### src/rtl/seq_pkg.sv
// Shared definitions for the sequencing core.
// Assumes a 2-bit opcode placed above the location/data field.
package seq_pkg;
    localparam int OPC_W = 2;

    typedef enum logic [OPC_W-1:0] {
        OP_JMP = 2'b00,
        OP_JC  = 2'b01,
        OP_OUT = 2'b10,
        OP_NOP = 2'b11
    } seq_op_e;
endpackage

### src/rtl/seq_decode.sv
// Instruction decoder: splits a word into opcode and field and turns them
// into the control strobes for the program counter and the output latch.
// Assumes the opcode sits in the most significant OPC_W bits.
module seq_decode
    import seq_pkg::*;
#(
    parameter int FIELD_W = 4
) (
    input  logic [OPC_W+FIELD_W-1:0] instr,
    input  logic                     cond,
    output logic                     take_jump,
    output logic                     load_out,
    output logic [FIELD_W-1:0]       field
);
    seq_op_e op;

    // Split the word and derive the strobes.
    always_comb begin
        op        = seq_op_e'(instr[OPC_W+FIELD_W-1:FIELD_W]);
        field     = instr[FIELD_W-1:0];
        take_jump = 1'b0;
        load_out  = 1'b0;
        case (op)
            OP_JMP:  take_jump = 1'b1;
            OP_JC:   take_jump = cond;
            OP_OUT:  load_out  = 1'b1;
            default: ;
        endcase
    end
endmodule

### src/rtl/seq_pc.sv
// Program counter: loads a jump target or advances by one, wrapping
// at the top of the address space. Synchronous active-low reset to 0.
module seq_pc #(
    parameter int ADDR_W = 4
) (
    input  logic              clk,
    input  logic              rst_n,
    input  logic              load,
    input  logic [ADDR_W-1:0] target,
    output logic [ADDR_W-1:0] pc
);
    // Select the next address each cycle.
    always_ff @(posedge clk) begin
        if (!rst_n)
            pc <= '0;
        else if (load)
            pc <= target;
        else
            pc <= pc + ADDR_W'(1);
    end
endmodule

### src/rtl/seq_outreg.sv
// Output latch: captures the data field when enabled and holds it otherwise.
// Synchronous active-low reset to 0.
module seq_outreg #(
    parameter int DATA_W = 4
) (
    input  logic              clk,
    input  logic              rst_n,
    input  logic              load,
    input  logic [DATA_W-1:0] din,
    output logic [DATA_W-1:0] q
);
    // Capture on an output instruction, otherwise hold.
    always_ff @(posedge clk) begin
        if (!rst_n)
            q <= '0;
        else if (load)
            q <= din;
    end
endmodule

### src/rtl/seq_core.sv
// Top of the sequencing core. It fetches from an external program memory
// at pc_addr and executes one instruction per clock. It assumes the memory
// returns the word combinationally in the same cycle, and that the field
// width equals the address width, so a location field covers the whole space.
module seq_core
    import seq_pkg::*;
#(
    parameter int FIELD_W = 4
) (
    input  logic                     clk,
    input  logic                     rst_n,
    input  logic                     cond_in,
    output logic [FIELD_W-1:0]       pc_addr,
    input  logic [OPC_W+FIELD_W-1:0] instr_data,
    output logic [FIELD_W-1:0]       dout
);
    localparam int ADDR_W = FIELD_W;

    logic               take_jump;
    logic               load_out;
    logic [FIELD_W-1:0] field;

    seq_decode #(.FIELD_W(FIELD_W)) u_dec (
        .instr     (instr_data),
        .cond      (cond_in),
        .take_jump (take_jump),
        .load_out  (load_out),
        .field     (field)
    );

    seq_pc #(.ADDR_W(ADDR_W)) u_pc (
        .clk    (clk),
        .rst_n  (rst_n),
        .load   (take_jump),
        .target (field),
        .pc     (pc_addr)
    );

    seq_outreg #(.DATA_W(FIELD_W)) u_out (
        .clk   (clk),
        .rst_n (rst_n),
        .load  (load_out),
        .din   (field),
        .q     (dout)
    );
endmodule

### config.mk
export PLATFORM = sky130hd
export DESIGN_NAME = seq_core
export DESIGN_NICKNAME = d
export VERILOG_FILES = /design/src/rtl/seq_pkg.sv /design/src/rtl/seq_decode.sv /design/src/rtl/seq_pc.sv /design/src/rtl/seq_outreg.sv /design/src/rtl/seq_core.sv
export SDC_FILE = /design/constraint.sdc
export NUM_CORES = 1
export LEC_CHECK = 0
export CELL_PAD_IN_SITES_DETAIL_PLACEMENT = 1
export CELL_PAD_IN_SITES_GLOBAL_PLACEMENT = 2
export CORE_AREA = 2 2 39 41
export CTS_BUF_LIST = sky130_fd_sc_hd__clkbuf_4
export DETAILED_ROUTE_END_ITERATION = 10
export DIE_AREA = 0 0 41 43
export DONT_BUFFER_PORTS = 1
export PLACE_DENSITY = 0.6
export SYNTH_ARGS = -nofsm -noshare
export SYNTH_HDL_FRONTEND = slang
export SYNTH_SLANG_ARGS = --single-unit
### constraint.sdc
create_clock -name clk -period 1.15 [get_ports clk]
set_input_delay 0.115 -clock clk [delete_from_list [all_inputs] [get_ports clk]]
set_output_delay 0.115 -clock clk [all_outputs]
set_load 0.02 [all_outputs]
==> results.sh, run 1 <==
export IMPL_grt_pass1_wl_mm=1.26
export IMPL_grt_pass1_vias=288
export IMPL_clockBufferDepth=2
export IMPL_drt_initial_drc_count=1
export IMPL_worstPathRequired_ns=1.28
export IMPL_synth_nets=45
export IMPL_die_w_um=41
export IMPL_cts_root_buf="clkbuf_4"
export IMPL_num_rows=14
export IMPL_status="finished, final reports clean"
export IMPL_multi_input_area_um2=191
export IMPL_grt_max_degree=10
export IMPL_antenna_found_initial=0
export IMPL_p_leak_nw=0.188
export IMPL_die_area_um2=1760
export IMPL_endpoint_kind="flop"
export IMPL_finClkSkew_ns=0.000999
export IMPL_final_cell_mix="8 x dfxtp_1, 4 x mux2i_1, 4 x nor2b_1, 4 x buf_4"
export IMPL_area_delta_synth_final_pct=16.4
export IMPL_fillers=166
export IMPL_core_um2=1380
export IMPL_port_buffers=0
export IMPL_syn_avg_cell_area_um2=10.7
export IMPL_htree_levels=1
export IMPL_p_int_mw=0.467
export IMPL_powerDensity_nw_per_um2=1430
export IMPL_yosys_cell_types_count=18
export IMPL_vias=261
export IMPL_p_total_mw=0.623
export IMPL_rsz0062_at_grt="no"
export IMPL_finalCritPeriodShare=0.875
export IMPL_finalSetupViolCount=0
export IMPL_ys_ff_latch=8
export IMPL_setup_tns_ns=0
export IMPL_diodes=0
export IMPL_syn_cell_area_um2=373
export IMPL_switching_share=0.249
export IMPL_die_h_um=43
export IMPL_max_cap_violations=0
export IMPL_syn_inst=35
export IMPL_routedWlPerCell_um=13.7
export IMPL_report_final_hold_viol_count=0
export IMPL_crit_path_start_kind="flop"
export IMPL_fmax_ghz=0.994
export IMPL_nets=52
export IMPL_ir_worst_vdd_uv=462
export IMPL_ys_warn_count=0
export IMPL_tightest_slew_ns=0.253
export IMPL_crit_fanout=2
export IMPL_slew_headroom=0.832
export IMPL_final_common_cell="dfxtp_1"
export IMPL_drc=0
export IMPL_start_util=0.269
export IMPL_cts_resized_gates=0
export IMPL_grt_remaining_overflow=0
export IMPL_layout_drive_gt1_share=0.275
export IMPL_hp_class="in -> reg"
export IMPL_switching_power_mw=0.155
export IMPL_antenna_left=0
export IMPL_cts_sinks=8
export IMPL_clkLatencyLatePin_ns=0.24
export IMPL_seqPwrFrac=0.512
export IMPL_fin_crit_ns=1.01
export IMPL_io_pins=17
export IMPL_power_frac_clock=0.333
export IMPL_yosysSeqAreaShare=0.430
export IMPL_gp_congestion=0.618
export IMPL_hpwl_um=576
export IMPL_drtPass1Iterations=2
export IMPL_via_per_inst=4.66
export IMPL_worst_setup_path_type="reg -> reg"
export IMPL_track_usage=0.110
export IMPL_regArea_um2=160
export IMPL_routed_wl_um=765
export IMPL_ff2ff_setup_slack_ns=0.14
export IMPL_drv_slew=0
export IMPL_cp_data_arrival_time_ns=1.14
export IMPL_cts_made_buffers=3
export IMPL_tritoncts="done"
export IMPL_power_frac_comb=0.154
export IMPL_clk_pin_slew_worst_paths_ns=0.05
-- synthesized netlist by cell type (all sizes together) --
library cell,n,area share
a21boi,1,0.020
a21oi,1,0.013
buf,1,0.030
clkbuf,2,0.027
dfxtp,8,0.43
ha,1,0.034
mux2i,4,0.11
nand2,1,0.010
nand2b,1,0.017
nand3,1,0.013
nor2b,5,0.10
o21ai,3,0.040
o22a,1,0.027
o311a,2,0.060
o31ai,1,0.020
or3b,1,0.023
xnor2,1,0.023
-- sequential cells by signal, summed over array words and instances (netlist names) --
name     count
u_out.q      4
u_pc.pc      4
-- area by class of cell --
class                   count  share of cell area
clock buffers               3              0.0519
well taps                  16              0.0461
flip-flops and latches      8               0.369
multi-input cells          24               0.441
repair buffers              5              0.0922
-- kinds of logic (layout without fill, tap and decap cells) --
group,after synthesis,in the layout,synth area share
AOI/OAI and AO/OA,9,9,0.181
and+or+nand+nor,9,9,0.168
DFF,8,8,0.430
muxes,4,4,0.107
buffers and inverters,3,8,0.0570
adders and majority gates,1,1,0.0336
xor gates and xnor gates,1,1,0.0235
-- per-layer routing --
layer,routed length (µm),vias up,global-route usage,share of wire
met5,0,-,0,0
met4,0,0,0.0800,0
met3,61,0,0.0471,0.080
met2,390,8,0.163,0.51
met1,313,118,0.117,0.41
li1,-,135,-,-
-- final timing paths --
kind / start / endpoint / depth (start not counted)
setup / recovery: u_pc.pc[0] / u_pc.pc[2] / 4
hold / removal: rst_n / u_out.q[1] / 1
setup reg to reg: u_pc.pc[0] / u_pc.pc[2] / 4
hold reg to reg: u_pc.pc[3] / u_pc.pc[3] / 2
-- per-stage QoR --
stage	setup slack (ns)	instances	instance area, µm²	utilization	hold slack (ns)
2_1_floorplan	0.0656	35	373	-	0.243
3_3_place_gp	0.146	52	402	0.290	0.249
3_5_place_dp	0.156	52	402	0.290	0.251
4_1_cts	0.141	56	434	0.314	0.0122
5_1_grt	0.0811	56	434	0.314	0.00728
6_report	0.144	56	434	0.314	0.0120
-- power by group through the flow --
stage / Sequential, mW / Clock (mW) / Combinational [mW]
6_report: 0.319 / 0.208 / 0.0961
5_1_grt: 0.322 / 0.232 / 0.108
4_1_cts: 0.319 / 0.217 / 0.0980
3_5_place_dp: 0.325 / 0 / 0.0927
3_3_place_gp: 0.324 / 0 / 0.0920
2_1_floorplan: 0.339 / 0 / 0.0589
-- worst max-delay path: stages, from the launching register on --
cell	delay [ns]
dfxtp_1	0.31
ha_1	0.20
xnor2_1	0.15
o21ai_0	0.10
o311a_2	0.13
-- timing repair --
item	CTS	global route
buffers inserted	0	0
endpoints found under the hold margin	6	0
hold buffers	1	0
Note: power is estimated with default switching activity, not from simulation.
==> run 2, diff against run 1 <==
==> constraint.sdc (replaced) <==
create_clock -name clk -period 1.15 [get_ports clk]
set_input_delay 0.115 -clock clk [delete_from_list [all_inputs] [get_ports clk]]
set_output_delay 0.115 -clock clk [all_outputs]
set_load 0.05 [all_outputs]
==> results.sh, run 2 (synthesis results as in run 1) <==
export IMPL_grt_pass1_vias=259
export IMPL_hp_class="in -> reg"
export IMPL_die_w_um=41
export IMPL_crit_path_start_kind="flop"
export IMPL_slew_headroom=0.816
export IMPL_routedWlPerCell_um=14.0
export IMPL_cp_data_arrival_time_ns=1.17
export IMPL_final_cell_mix="8 x buf_4, 5 x dfxtp_1, 4 x mux2i_1, 4 x nor2b_1"
export IMPL_drc=0
export IMPL_max_cap_violations=0
export IMPL_tritoncts="done"
export IMPL_crit_fanout=3
export IMPL_gp_congestion=0.604
export IMPL_final_common_cell="buf_4"
export IMPL_htree_levels=1
export IMPL_grt_remaining_overflow=0
export IMPL_clk_pin_slew_worst_paths_ns=0.05
export IMPL_rsz0062_at_grt="no"
export IMPL_vias=275
export IMPL_die_h_um=43
export IMPL_cts_made_buffers=3
export IMPL_antenna_left=0
export IMPL_reg_top3="u_out.q x4, u_pc.pc x4"
export IMPL_worstPathRequired_ns=1.29
export IMPL_track_usage=0.118
export IMPL_drv_slew=0
export IMPL_tightest_slew_ns=0.275
export IMPL_antenna_found_initial=0
export IMPL_fin_crit_ns=1.03
export IMPL_area_delta_synth_final_pct=25.5
export IMPL_finalCritPeriodShare=0.897
export IMPL_p_leak_nw=0.210
export IMPL_start_util=0.269
export IMPL_core_um2=1380
export IMPL_port_buffers=0
export IMPL_layout_drive_gt1_share=0.409
export IMPL_finalSetupViolCount=0
export IMPL_clockBufferDepth=2
export IMPL_fmax_ghz=0.970
export IMPL_ir_worst_vdd_uv=571
export IMPL_num_rows=14
export IMPL_nets=56
export IMPL_cts_resized_gates=0
export IMPL_cts_sinks=8
export IMPL_worst_setup_path_type="reg -> reg"
export IMPL_drtPass1Iterations=1
export IMPL_powerDensity_nw_per_um2=1450
export IMPL_setup_tns_ns=0
export IMPL_cts_root_buf="clkbuf_4"
export IMPL_finClkSkew_ns=0.000223
export IMPL_grt_max_degree=10
export IMPL_diodes=0
export IMPL_via_per_inst=4.58
export IMPL_clkLatencyLatePin_ns=0.25
export IMPL_io_pins=17
export IMPL_finalCoreUtilization=0.338
export IMPL_drt_initial_drc_count=0
export IMPL_routed_wl_um=837
export IMPL_die_area_um2=1760
export IMPL_fillers=157
export IMPL_endpoint_kind="flop"
export IMPL_report_final_hold_viol_count=0
export IMPL_status="finished, final reports clean"
export IMPL_grt_pass1_wl_mm=1.28
run 2: area by class of cell:
cell class,instances,area (µm²),area share
well taps,16,20.0,0.0428
multi-input cells,24,191,0.409
clock buffers,3,22.5,0.0481
flip-flops and latches,8,164,0.350
repair buffers,9,70.1,0.150
run 2: final timing paths:
| check | cells after the start | end | slack, ns | startpoint |
|---|---|---|---|---|
| max | 4 | u_pc.pc[2] | 0.12 | u_pc.pc[0] |
| min | 2 | u_pc.pc[1] | 0.04 | instr_data[5] |
| max reg2reg | 4 | u_pc.pc[2] | 0.12 | u_pc.pc[0] |
| min reg2reg | 2 | u_pc.pc[3] | 0.47 | u_pc.pc[3] |
run 2: worst max-delay path, stage by stage (launching register included):
cell and delay, ns:
dfxtp_2 0.33, ha_1 0.20, xnor2_1 0.15, o21ai_0 0.10, o311a_2 0.13
run 2: through the flow:
| step | instances | worst slack, ns | hold slack (ns) | total power [mW] | instance area, µm² |
|---|---|---|---|---|---|
| after floorplan | 35 | 0.0185 | 0.243 | 0.444 | 377 |
| after global placement | 56 | 0.140 | 0.249 | 0.471 | 435 |
| after detailed placement | 56 | 0.117 | 0.252 | 0.476 | 435 |
| after CTS | 60 | 0.102 | 0.0225 | 0.698 | 468 |
| after global routing | 60 | 0.0825 | 0.0155 | 0.729 | 468 |
| final | 60 | 0.119 | 0.0360 | 0.680 | 468 |
run 2: timing repair:
action                    in CTS  in global routing
buffers inserted               0                  0
hold endpoints to repair       8                  0
hold buffers                   1                  0
run 2: per-layer routing:
layer	track usage	wire, µm	vias to the layer above
met5	0	0	-
met4	0.0600	0	0
met3	0.0995	46	0
met2	0.175	470	6
met1	0.108	321	126
li1	-	-	143
run 2: power breakdown:
group | internal (mW) | switching (mW)
Sequential | 0.300 | 0.0143
Combinational | 0.0599 | 0.100
Clock | 0.119 | 0.0868
Total | 0.478 | 0.201
